--- src/rtl/fic_pkg.sv ---
package fic_pkg;
    typedef enum logic [1:0] {
        EV_PULSE     = 2'b00,
        EV_TRAIN     = 2'b01,
        EV_LEVEL     = 2'b10,
        EV_PULSE_ALT = 2'b11
    } ev_mode_e;

    localparam logic [1:0] ADDR_MASK = 2'd0;
    localparam logic [1:0] ADDR_CFG  = 2'd1;
    localparam logic [1:0] ADDR_STAT = 2'd2;

    localparam int CFG_POL_BIT  = 0;
    localparam int CFG_MODE_LSB = 1;
    localparam int CFG_OD_BIT   = 3;
endpackage

--- src/rtl/fic_regs.sv ---
module fic_regs
    import fic_pkg::*;
#(
    parameter int NUM_SRC = 8
) (
    input  logic               clk,
    input  logic               rst_n,
    input  logic [NUM_SRC-1:0] fault_i,
    input  logic               wr_en,
    input  logic [1:0]         wr_addr,
    input  logic [NUM_SRC-1:0] wr_data,
    input  logic               rd_en,
    input  logic [1:0]         rd_addr,
    output logic [NUM_SRC-1:0] rd_data,
    output logic [NUM_SRC-1:0] mask_o,
    output logic [NUM_SRC-1:0] status_o,
    output logic               pol_o,
    output logic               od_o,
    output ev_mode_e           mode_o,
    output logic               rd_clr_o
);
    typedef struct packed {
        logic [NUM_SRC-1:0] mask;
        logic [NUM_SRC-1:0] status;
        logic               pol;
        logic               od;
        ev_mode_e           mode;
    } regs_t;

    regs_t st_q, st_d;
    logic  rd_clr;

    assign rd_clr = rd_en && (rd_addr == ADDR_STAT);

    always_comb begin
        st_d = st_q;
        if (wr_en && wr_addr == ADDR_MASK) begin
            st_d.mask = wr_data;
        end
        if (wr_en && wr_addr == ADDR_CFG) begin
            st_d.pol  = wr_data[CFG_POL_BIT];
            st_d.od   = wr_data[CFG_OD_BIT];
            st_d.mode = ev_mode_e'(wr_data[CFG_MODE_LSB +: 2]);
        end
        st_d.status = (rd_clr ? '0 : st_q.status) | fault_i;
    end

    always_ff @(posedge clk) begin
        if (!rst_n) begin
            st_q.mask   <= '1;
            st_q.status <= '0;
            st_q.pol    <= 1'b0;
            st_q.od     <= 1'b0;
            st_q.mode   <= EV_PULSE;
        end else begin
            st_q <= st_d;
        end
    end

    always_comb begin
        rd_data = '0;
        case (rd_addr)
            ADDR_MASK: rd_data = st_q.mask;
            ADDR_CFG: begin
                rd_data[CFG_POL_BIT]         = st_q.pol;
                rd_data[CFG_MODE_LSB +: 2]   = st_q.mode;
                rd_data[CFG_OD_BIT]          = st_q.od;
            end
            ADDR_STAT: rd_data = st_q.status;
            default:   rd_data = '0;
        endcase
    end

    assign mask_o   = st_q.mask;
    assign status_o = st_q.status;
    assign pol_o    = st_q.pol;
    assign od_o     = st_q.od;
    assign mode_o   = st_q.mode;
    assign rd_clr_o = rd_clr;

    // a latched bit survives every edge that is not a status read
    a_r3_sticky: assert property (@(posedge clk) disable iff (!rst_n)
        !rd_clr |=> ((st_q.status & $past(st_q.status)) == $past(st_q.status)));

    // after a status read only the faults of that same cycle remain
    a_r4_read_clear: assert property (@(posedge clk) disable iff (!rst_n)
        rd_clr |=> (st_q.status == $past(fault_i)));

    // a write aimed at the status address leaves the mask alone
    a_r10_stat_ro: assert property (@(posedge clk) disable iff (!rst_n)
        (wr_en && wr_addr == ADDR_STAT) |=> $stable(st_q.mask));
endmodule

--- src/rtl/fic_shaper.sv ---
module fic_shaper
    import fic_pkg::*;
#(
    parameter int PULSE_LEN    = 2,
    parameter int TRAIN_PERIOD = 16
) (
    input  logic     clk,
    input  logic     rst_n,
    input  logic     pend_i,
    input  logic     restart_i,
    input  ev_mode_e mode_i,
    output logic     act_o
);
    localparam int CNT_MAX = (PULSE_LEN > TRAIN_PERIOD) ? PULSE_LEN : TRAIN_PERIOD;
    localparam int CW      = $clog2(CNT_MAX + 1);
    localparam logic [CW-1:0] P_LEN  = CW'(PULSE_LEN);
    localparam logic [CW-1:0] T_LAST = CW'(TRAIN_PERIOD - 1);
    localparam logic [CW-1:0] T_HIGH = CW'(TRAIN_PERIOD / 2);

    typedef struct packed {
        logic [CW-1:0] cnt;
        logic          act;
    } shp_t;

    shp_t sh_q, sh_d;

    always_comb begin
        sh_d = sh_q;
        case (mode_i)
            EV_TRAIN: sh_d.act = pend_i && (sh_q.cnt < T_HIGH);
            EV_LEVEL: sh_d.act = pend_i;
            default:  sh_d.act = pend_i && (sh_q.cnt < P_LEN);
        endcase
        if (!pend_i || restart_i) begin
            sh_d.cnt = '0;
        end else begin
            case (mode_i)
                EV_TRAIN: sh_d.cnt = (sh_q.cnt >= T_LAST) ? '0 : sh_q.cnt + 1'b1;
                EV_LEVEL: sh_d.cnt = sh_q.cnt;
                default:  sh_d.cnt = (sh_q.cnt >= P_LEN) ? sh_q.cnt : sh_q.cnt + 1'b1;
            endcase
        end
    end

    always_ff @(posedge clk) begin
        if (!rst_n) begin
            sh_q <= '0;
        end else begin
            sh_q <= sh_d;
        end
    end

    assign act_o = sh_q.act;

    // nothing pending means no interrupt on the following cycle
    a_r2_no_pend_no_irq: assert property (@(posedge clk) disable iff (!rst_n)
        !pend_i |=> !sh_q.act);

    // in one-shot mode the pulse never runs past two cycles
    a_r6_pulse_len: assert property (@(posedge clk) disable iff (!rst_n)
        (mode_i[0] == mode_i[1] && $past(mode_i[0] == mode_i[1]) &&
         $past(mode_i[0] == mode_i[1], 2) && $past(sh_q.act) && $past(sh_q.act, 2))
        |-> !sh_q.act);

    // level mode follows the pending state one cycle later
    a_r8_level: assert property (@(posedge clk) disable iff (!rst_n)
        (mode_i == EV_LEVEL) |=> (sh_q.act == $past(pend_i)));
endmodule

--- src/rtl/fic_pin.sv ---
module fic_pin (
    input  logic clk,
    input  logic rst_n,
    input  logic act_i,
    input  logic pol_i,
    input  logic od_i,
    output logic irq_o,
    output logic irq_oe
);
    assign irq_o  = pol_i ? act_i : ~act_i;
    assign irq_oe = od_i ? ~irq_o : 1'b1;

    // an open-drain pin is never driven high
    a_r9_od_release: assert property (@(posedge clk) disable iff (!rst_n)
        (od_i && irq_o) |-> !irq_oe);

    // a push-pull pin is always driven
    a_r9_pp_drive: assert property (@(posedge clk) disable iff (!rst_n)
        !od_i |-> irq_oe);

    // the pin level agrees with the shaped request under either polarity
    a_r5_polarity: assert property (@(posedge clk) disable iff (!rst_n)
        act_i |-> (irq_o == pol_i));
endmodule

--- src/rtl/fault_irq_ctrl.sv ---
module fault_irq_ctrl
    import fic_pkg::*;
#(
    parameter int NUM_SRC      = 8,
    parameter int PULSE_LEN    = 2,
    parameter int TRAIN_PERIOD = 16
) (
    input  logic               clk,
    input  logic               rst_n,
    input  logic [NUM_SRC-1:0] fault_i,
    input  logic               wr_en,
    input  logic [1:0]         wr_addr,
    input  logic [NUM_SRC-1:0] wr_data,
    input  logic               rd_en,
    input  logic [1:0]         rd_addr,
    output logic [NUM_SRC-1:0] rd_data,
    output logic               irq_o,
    output logic               irq_oe
);
    logic [NUM_SRC-1:0] mask, status;
    logic               pol, od, rd_clr, pend, act;
    ev_mode_e           mode;

    fic_regs #(.NUM_SRC(NUM_SRC)) u_regs (
        .clk      (clk),
        .rst_n    (rst_n),
        .fault_i  (fault_i),
        .wr_en    (wr_en),
        .wr_addr  (wr_addr),
        .wr_data  (wr_data),
        .rd_en    (rd_en),
        .rd_addr  (rd_addr),
        .rd_data  (rd_data),
        .mask_o   (mask),
        .status_o (status),
        .pol_o    (pol),
        .od_o     (od),
        .mode_o   (mode),
        .rd_clr_o (rd_clr)
    );

    assign pend = |(status & ~mask);

    fic_shaper #(.PULSE_LEN(PULSE_LEN), .TRAIN_PERIOD(TRAIN_PERIOD)) u_shaper (
        .clk       (clk),
        .rst_n     (rst_n),
        .pend_i    (pend),
        .restart_i (rd_clr),
        .mode_i    (mode),
        .act_o     (act)
    );

    fic_pin u_pin (
        .clk    (clk),
        .rst_n  (rst_n),
        .act_i  (act),
        .pol_i  (pol),
        .od_i   (od),
        .irq_o  (irq_o),
        .irq_oe (irq_oe)
    );
endmodule

--- config.mk ---
export PLATFORM = sky130hd
export DESIGN_NAME = fault_irq_ctrl
export DESIGN_NICKNAME = d
export VERILOG_FILES = /design/src/rtl/fic_pkg.sv /design/src/rtl/fic_regs.sv /design/src/rtl/fic_shaper.sv /design/src/rtl/fic_pin.sv /design/src/rtl/fault_irq_ctrl.sv
export SDC_FILE = /design/constraint.sdc
export NUM_CORES = 1
export LEC_CHECK = 0
export ABC_CLOCK_PERIOD_IN_PS = 2200
export CORE_MARGIN = 3
export CORE_UTILIZATION = 30
export CTS_BUF_LIST = sky130_fd_sc_hd__clkbuf_16
export CTS_CLUSTER_SIZE = 30
export DETAILED_ROUTE_END_ITERATION = 10
export SETUP_SLACK_MARGIN = 0.4
export SLEW_MARGIN = 0
export SYNTH_ARGS = -nofsm -noshare
export SYNTH_HDL_FRONTEND = slang
export SYNTH_HIERARCHICAL = 1
export SYNTH_SLANG_ARGS = --single-unit
--- constraint.sdc ---
create_clock -name clk -period 2.2 [get_ports clk]
set_input_delay 0.33 -clock clk [delete_from_list [all_inputs] [get_ports clk]]
set_output_delay 0.33 -clock clk [all_outputs]
set_load 0.02 [all_outputs]
# Word-level counts from Yosys, hierarchy flattened
# Cells that the tools add are included.
# W data, S select, Z words.
[classes] eq_ne=6 bitwise_logic=7 order_cmp=4 mux=9 add_sub_neg=1 n_reduce_logical=12
[ops] operator="$pmux W4 S3" n=1
[ops] operator="$mux W5" n=2
[ops] operator="$pmux W5 S2" n=1
[ops] operator="$and A8 B8 Y8" n=1
[ops] operator="$mux W8" n=1
[ops] operator="$not A8 Y8" n=1
[ops] operator="$or A8 B8 Y8" n=1
[ops] operator="$pmux W4 S2" n=1
[ops] operator="$reduce_or A8 Y1" n=1
[ops] operator="$eq A2 B1 Y1 const B" n=3
[ops] operator="$add A5 B1 Y5 const B" n=1
[ops] operator="$ge A5 B2 Y1 const B" n=1
[ops] operator="$ge A5 B4 Y1 const B" n=1
[ops] operator="$logic_and A1 B1 Y1" n=5
[ops] operator="$lt A5 B2 Y1 const B" n=1
[ops] operator="$lt A5 B4 Y1 const B" n=1
[ops] operator="$eq A2 B2 Y1 const B" n=2
[ops] operator="$logic_not A2 Y1" n=2
[ops] operator="$not A1 Y1" n=4
[ops] operator="$mux W1" n=2
[ops] operator="$ne A2 B2 Y1 const B" n=1
[ops] operator="$pmux W1 S2" n=1
[ops] operator="$reduce_and A2 Y1" n=1
[ops] operator="$reduce_or A2 Y1" n=1
[ops] operator="other kinds (2)" n=2
[totals] regBits=26 word_cells=46 output_inout_bits=10

# Logic depth before layout (Yosys ltp)
# Gate-level depths: netlist (run 1).
[logic_depth] ltp_word=6 depth_mapped=7 depth_no_buf=7

# Modules after synthesis
# Netlist (run 1), hierarchy kept.
[by_module_without_submodules] module="fic_regs" cells_each=109 instances=1 seq_area_each_um2=400.4 area_each_um2=978.4
[by_module_without_submodules] module="fic_shaper" cells_each=38 instances=1 seq_area_each_um2=120.1 area_each_um2=339.1
[by_module_without_submodules] module="fault_irq_ctrl" cells_each=13 instances=1 seq_area_each_um2=0.0 area_each_um2=62.6
[by_module_without_submodules] module="fic_pin" cells_each=2 instances=1 seq_area_each_um2=0.0 area_each_um2=12.5

# Worst setup path before layout (run 1)
# No wires, ideal clock.
[synth_timing] path_type="flip-flop to flip-flop" start="register u_shaper/sh_q[1] (netlist bit)" end="register u_shaper/sh_q[1] (netlist bit)" path_slack_ps=621 path_buffers=0 setup_time_ps=91 period_less_slack_ps=1579 arrival_time_ps=1488 stages_incl_launch_ff=7 cell_sequence="dfxtp_1 -> ha_1 -> and3_2 -> ha_1 -> o31ai_4 -> a31oi_1 -> a311oi_1"
[synth_via] elab_chain_cells=3 elab_cells_between_ends=8 cone_classes="1 x add/sub; 2 x order compare; 1 x eq/ne; 3 x mux; 1 x reduce/logical"
[synth_rtl] item="start, declared" line="fic_shaper.sv:25" text="shp_t sh_q, sh_d;"
[synth_rtl] item="start signal, assigned" line="fic_shaper.sv:47" text="sh_q <= '0;"
[synth_rtl] item="start signal, assigned" line="fic_shaper.sv:49" text="sh_q <= sh_d;"
[synth_rtl] item="$add A5 B1 Y5, or another cell as far along" line="fic_shaper.sv:38, fic_shaper.sv:40"
[synth_rtl] item="$mux W5, or another cell as far along" line="fic_shaper.sv:40" text="default: sh_d.cnt = (sh_q.cnt >= P_LEN) ? sh_q.cnt : sh_q.cnt + 1'b1;"
[synth_rtl] item="$pmux W5 S2 or $reduce_and A2 Y1 (tied branches)"
# Parallel ways exist; a longest one is shown, timed or not. The select of a mux whose other input is x is not followed.
# A chain may end at the register's enable or synchronous reset.

# Final worst setup path (run 1)
[layout_timing] start="register, netlist name u_regs/pol_o" end="output irq_o"
[layout_via] elab_chain_cells=1
[layout_rtl] item="$mux W1" line="fic_pin.sv:10" text="assign irq_o = pol_i ? act_i : ~act_i;"
[layout_rtl] item="end, declared" line="fault_irq_ctrl.sv:17" text="output logic irq_o,"
# No other way between the ends.

==> summary.md, run 1 <==
| Metric | Value |
|---|---|
| DRC violations left | 0 |
| Seq/Total Area, Yosys | 37.4% |
| Clk Latency, worst-skew pair | 0.26 ns |
| Xor and xnor area share after synthesis | less than 1% |
| Worst r2r path cells | 6 |
| Ys async rst share | 0% |
| Max Cap Viol | 0 |
| Fin crit share | around 79% |
| Setup crit end | irq_o |
| Largest area contributor in the netlist | dfxtp_1 |
| RePlAce Congestion | between 0.7 and 0.8 |
| Grt ovf | 0 |
| Share of the synthesized area in the top cell type | 37.4% |
| Vias in the first global route | 1100 |
| Clock-pin slew on the worst setup and hold paths | roughly 0.060 ns |
| CP Max Fanout | 3 |
| Critical Path End Type | output pin |
| Synth area leaders | dfxtp_1 (37%), mux2i_1 (8.6%), nand2_1 (7.5%) |
| Post-Syn Nets | 188 |
| CTS tree | built |
| RSZ-0062 raised after global routing | yes |
| Die Area | roughly 5500 um^2 |
| Filler cells | about 480 |
| Final wirelength | between 3 and 4 mm |
| Top Ports | 34 |
| Vias | about 1200 |
| Post-Synth Adder-Cell Area | 1.80% |
| YS warnings | 6 |
| Worst EP required | between 1.5 and 2 ns |
| # Post-CTS Setup Buffers | 0 |
| Hold WC Path Type | register to register |
| CP startpoint kind | register |
| Clock root cell | clkbuf_16 |
| Number of synthesized register bits | 26 |
| Post-synth top cells | nand2_1 (28), dfxtp_1 (26), inv_1 (17), mux2i_1 (12) |
| CTS Hold Bufs | 0 |
| Initial Util | a little under a third |
| First drt pass iteration count | 4 |
| CTS buffer count | 3 |
| Core Region | 4410 um^2 |
| Area Growth Syn to Fin | 32.3% |
| Initial antenna violation count | 0 |
| Port bufs | 33 |
| Fin crit period | about 1.7 ns |
| Share of post-route cells with drive strength above 1 | around 14% |
| Most frequent cell after synthesis | nand2_1 |
| Vias/cell | 4.87 |
| Total GRT Usage | between 10% and 20% |
| R2R Path Start | u_shaper/sh_q[1] |
| Die Y | 74.1 um |
| Clk_skew | about 0.0023 ns |
| Fmax | ~570 MHz |
| Finish-stage setup viols | 0 |
| Critical path origin | u_regs/pol_o |
| Final hold vios | 0 |
| FF-to-FF setup slack | about 0.52 ns |
| Worst slew margin | between 70 and 80% |
| Largest net degree at the start of global routing | 33 |
| Die width | between 70 and 80 um |
| # diodes | 0 |
| Complex-gate fraction of the synthesized area | between 10% and 20% |
| Most common flop cell mapped by yosys | dfxtp_1 |
| Final nets | around 220 |
| Peak supply drop | 0.000282 V |
| Leakage power | a little over 0.0008 uW |
| Least-Margin Pin Slew | between 0.3 and 0.4 ns |
| Routed Antenna Nets | 0 |
| Site row count | 24 |
| P per Cell Area | slightly above 600 nW/um^2 |
| Simple-Gate Fraction of Synth Area | between 20% and 30% |
| Detailed placement HPWL | 2.41 mm |
| CTS sink cnt | 26 |
| Initial DRC count | 54 |
| First-pass GRT wire length | 5.24 mm |
| Run status | finished clean |
| Worst path arrival time | approximately 1.4 ns |
| H-tree Lvls | 1 |
| Worst-case hold slack | about 0.47 ns |
| Number of flops mapped to enable cells by yosys | 0 |
| Avg Cell Area, Syn | 8.60 um^2 |
| Mapped Area | approximately 1400 um^2 |
| Per-cell routed wire length | 13.1 um |
| Main combinational cell family by area after synthesis | simple AND/OR/NAND/NOR gates |
| Crit Path Class | register to output pin |
| Mapped Cells | about 160 |
| Setup TNS | 0 ns |
| Multiplexer share of the synthesized area | under 10% |
| Slew Limit Fails | 0 |
| Distinct cells, synth | 36 |
| Deepest clock path buffer count | 2 |
| Worst R2R End | u_shaper/sh_q[1] |
[worst min path at each step]
stage                        from                  to  slack [ns]  cells after the start
2_1_floorplan  u_regs/status_o[0]  u_regs/status_o[0]        0.44                      2
3_3_place_gp   u_regs/status_o[0]  u_regs/status_o[0]        0.45                      2
3_5_place_dp   u_regs/status_o[5]  u_regs/status_o[5]        0.46                      2
4_1_cts        u_regs/status_o[5]  u_regs/status_o[5]        0.47                      2
5_1_grt        u_regs/status_o[5]  u_regs/status_o[5]        0.50                      2
6_report       u_regs/status_o[5]  u_regs/status_o[5]        0.47                      2
[what timing repair did]
action / 4_1_cts / 5_1_grt
gates resized for setup: 30 / 10
endpoints found under the setup margin: 8 / 8
pin swaps: 0 / 4
[critical path, stage by stage, from the launching register on]
cell             delay [ns]
dfxtp_1                0.33
xnor2_1                0.19
clkdlybuf4s50_1        0.63
[cells in the final DEF (no fill, tap or decap), types with 2 or more instances in the layout]
cell / synthesis / layout
clkdlybuf4s50_1: 0 / 24
nand2_1: 28 / 28
inv_1: 17 / 17
buf_4: 3 / 6
mux2i_1: 12 / 11
o21ai_1: 8 / 8
buf_2: 1 / 6
o2bb2ai_1: 4 / 3
dfxtp_1: 26 / 26
nor2_1: 7 / 7
buf_6: 1 / 2
and3b_1: 2 / 2
a21oi_1: 2 / 2
nand3_1: 3 / 2
a31oi_1: 2 / 2
nor3_1: 2 / 2
o22ai_1: 4 / 4
o211ai_1: 8 / 8
o21ai_0: 2 / 2
nand4bb_1: 8 / 8
and3_2: 2 / 2
ha_1: 2 / 2
clkbuf_16: 0 / 3
nand2b_1: 2 / 2
[power breakdown]
part,switching [uW],internal (uW),total [uW],leakage [uW]
clock network,154,241,395,0.0000370
logic,99.0,107,206,0.000559
registers,25.0,499,524,0.000214
[area by class of cell]
type / count / area (um^2) / share of cell area [%]
sequential: 26 / 520 / 28.2
tap: 52 / 65.1 / 3.53
timing repair buffer: 39 / 350 / 19.0
clock buffer: 3 / 75.1 / 4.07
multi-input combinational: 110 / 768 / 41.7
inverter: 17 / 63.8 / 3.46
[layer usage]
layer	global-route usage (%)	routed length, um	up-vias	share of wire (%)
met3	2.43	157	2	4.9
met2	19.0	1440	25	45
met5	0	0	-	0
li1	-	-	636	-
met1	17.2	1600	540	50
met4	4.23	25	0	0.78
[kinds of logic (layout without fill, tap and decap cells)]
group | Yosys count | count (layout)
simple gates | 60 | 60
compound gates | 35 | 35
flops | 26 | 26
buf+inv | 26 | 59
mux | 12 | 12
fa+ha+maj | 2 | 2
xor+xnor | 1 | 1
[registers in the layout (all words and copies together), names as in the netlist]
signal	cells
u_regs/mode_o	2
u_regs/od_o	1
u_shaper/act_o	1
u_regs/status_o	8
u_regs/pol_o	1
u_regs/mask_o	8
u_shaper/sh_q	5
[stage by stage]
step / total power [uW] / utilization, % / instances / worst slack, ns / cell area [um^2]
floorplan: 646 / - / 162 / 0.621 / 1390
detailed placement: 747 / 40.3 / 244 / -0.0274 / 1780
global route: 1180 / 41.8 / 247 / 0.366 / 1840
CTS: 1140 / 41.6 / 247 / 0.330 / 1840
finish: 1130 / 41.8 / 247 / 0.455 / 1840
global placement: 747 / 40.3 / 244 / -0.0322 / 1780
Note: power is estimated with default switching activity, not from simulation.
==> run 2: changes to the inputs <==
- ABC_CLOCK_PERIOD_IN_PS: 2200 -> 1700
- clock period: 2.2 -> 1.7 ns (I/O delays scaled with it)
==> summary.md, run 2 (synthesized netlist as in run 1, its figures left out) <==
| Metric | Value |
|---|---|
| Die Y | 74.1 um (unchanged) |
| Fin area | 2080 um^2 (+13%) |
| Leakage power | 0.000870 uW (+7.3%) |
| Most frequent cells in the layout | nand2_1 (27), clkdlybuf4s50_1 (20), inv_1 (15) |
| Max Cap Viol | 0 (unchanged) |
| Clk_skew | 0.00253 ns (+0.000236 ns) |
| Initial antenna violation count | 0 (unchanged) |
| Largest net degree at the start of global routing | 33 (unchanged) |
| Core Region | 4410 um^2 (unchanged) |
| Clk Latency, worst-skew pair | 0.26 ns (about the same) |
| Clock root cell | clkbuf_16 |
| RSZ-0062 raised after global routing | yes |
| Vias/cell | 4.93 (+1.3%) |
| Site row count | 24 (unchanged) |
| Fin crit period | around 1.5 ns |
| Area after DPL | 1820 um^2 (+2.5%) |
| Multi-input logic area | 887 um^2 (+15%) |
| Filler cells | 417 (-13%) |
| RePlAce Congestion | 0.865 (+14%) |
| Delay-heaviest family, CP | compound AO/OA/AOI/OAI gates |
| Initial DRC count | 56 (+3.7%) |
| Fmax | 646 MHz |
| Run status | finished clean |
| Non-Filler Instances | 254 (+2.8%) |
| Die Area | 5500 um^2 (unchanged) |
| Critical Path Max Stage Delay | 0.36 ns (-0.27 ns) |
| First-pass GRT wire length | 5.75 mm (+9.6%) |
| Crit Path Class | register to register |
| Final wirelength | 3.52 mm (+9.3%) |
| CTS sink cnt | 26 (unchanged) |
| Worst EP required | 1.85 ns (-0.02 ns) |
| Initial Util | 31.5% (unchanged) |
| Vias | 1253 (+4.2%) |
| Share of post-route cells with drive strength above 1 | 33.7% (+19 points) |
| P per Cell Area | 812 nW/um^2 (+33%) |
| First drt pass iteration count | 4 (unchanged) |
| Die width | 74.1 um (unchanged) |
| Post-placement cell count | 245 (+0.41%) |
| Deepest clock path buffer count | 2 (unchanged) |
| Least-Margin Pin Slew | 0.373 ns (+0.0362 ns) |
| Final hold vios | 0 (unchanged) |
| Routed Antenna Nets | 0 (unchanged) |
| Slew Limit Fails | 0 (unchanged) |
| FF-to-FF setup slack | 0.15 ns (-0.37 ns) |
| H-tree Lvls | 1 (unchanged) |
| Post-Route Utilization | 47.1% (+5.3 points) |
| Final Power | 1690 uW (+50%) |
| CP startpoint kind | register |
| Worst path arrival time | 1.70 ns (+0.29 ns) |
| Most common cell after layout, fill and taps aside | nand2_1 |
| Detailed placement HPWL | 2.53 mm (+5.2%) |
| Worst slew margin | 74.9% (-2.6 points) |
| Area Growth Syn to Fin | 49.2% |
| Hold WC Path Type | register to register |
| Grt ovf | 0 (unchanged) |
| Peak supply drop | 0.000386 V (+37%) |
| CTS Hold Bufs | 0 (unchanged) |
| CTS tree | built |
| Fin crit share | 91.0% |
| CTS buffer count | 3 (unchanged) |
| Worst-case hold slack | 0.471 ns (+0.00489 ns) |
| # diodes | 0 (unchanged) |
| Final nets | 229 (+2.7%) |
| Worst path cell trace | ha_4, and3_4, ha_4, o31ai_4, a31oi_1, a311oi_1 |
| Worst path most repeated cell | ha_4 |
| Per-cell routed wire length | 13.9 um (+6.3%) |
| Total GRT Usage | 13.3% (+0.99 points) |
| Vias in the first global route | 1238 (+13%) |
| DRC violations left | 0 (unchanged) |
| CP bufs+invs | 0 (-1) |
| Top Ports | 34 (unchanged) |
| FF/Latch Area | 544 um^2 (+4.6%) |
| Crit-path slowest cell | dfxtp_4 |
| Port bufs | 33 (unchanged) |
| Finish-stage setup viols | 0 (unchanged) |
| Clock-pin slew on the worst setup and hold paths | 0.07 ns (about the same) |
| Critical Path End Type | register |
| CP Max Fanout | 3 (unchanged) |
==> run 2: cell types whose count changed in the layout (fill, tap and decap cells not counted), moves of 2 or more <==
cell | before | now
mux2i_4 | 0 | 2
dfxtp_4 | 0 | 2
ha_1 | 2 | 0
inv_2 | 0 | 2
dfxtp_1 | 26 | 11
mux2i_1 | 11 | 9
buf_6 | 2 | 4
o2bb2ai_1 | 3 | 1
ha_4 | 0 | 2
dfxtp_2 | 0 | 13
inv_1 | 17 | 15
clkdlybuf4s50_1 | 24 | 20
buf_4 | 6 | 12
==> run 2: repair_timing <==
action,4_1_cts,5_1_grt
setup endpoints to repair,23,25
resized for setup,82,16
pin swaps,7,3
setup buffers,4,1
==> run 2: worst min-delay path, delay by kind of cell (launching register included) <==
family / cells / cell delay [ns]
DFF: 1 / 0.33
and+or+nand+nor: 1 / 0.05
AOI/OAI and AO/OA: 1 / 0.05
==> run 2: where the power goes <==
group          switching, uW  internal (uW)  total [uW]  leakage [uW]
logic                    152            171         323      0.000604
clock network            211            468         679     0.0000511
registers               36.2            649         686      0.000215
==> run 2: path summary, 6_finish.rpt <==
check                      from            endpoint  depth (start not counted)
max reg2reg    u_shaper/sh_q[1]    u_shaper/sh_q[1]                          6
max            u_shaper/sh_q[1]    u_shaper/sh_q[1]                          6
min          u_regs/status_o[2]  u_regs/status_o[2]                          2
min reg2reg  u_regs/status_o[2]  u_regs/status_o[2]                          2
==> run 2: cell type report <==
type,instances,area share [%]
Clock buffer,3,3.61
Clock inverter,1,1.44
Inverter,17,3.07
Multi-Input combinational cell,110,42.7
Sequential cell,26,26.2
Tap cell,52,3.13
Timing Repair Buffer,45,19.9
==> run 2: layer usage <==
layer,track usage [%],share of wire [%],vias up
met1,18.2,48,571
met4,3.62,0.71,0
met3,1.62,3.7,2
li1,-,-,653
met2,22.1,48,27
met5,0,0,-
==> run 2: through the flow <==
| stage | worst slack (ns) | TNS, ns |
|---|---|---|
| 2_1_floorplan | 0.338 | 0 |
| 3_3_place_gp | -0.414 | -3.37 |
| 3_5_place_dp | -0.422 | -3.39 |
| 4_1_cts | 0.186 | 0 |
| 5_1_grt | 0.0873 | 0 |
| 6_report | 0.152 | 0 |
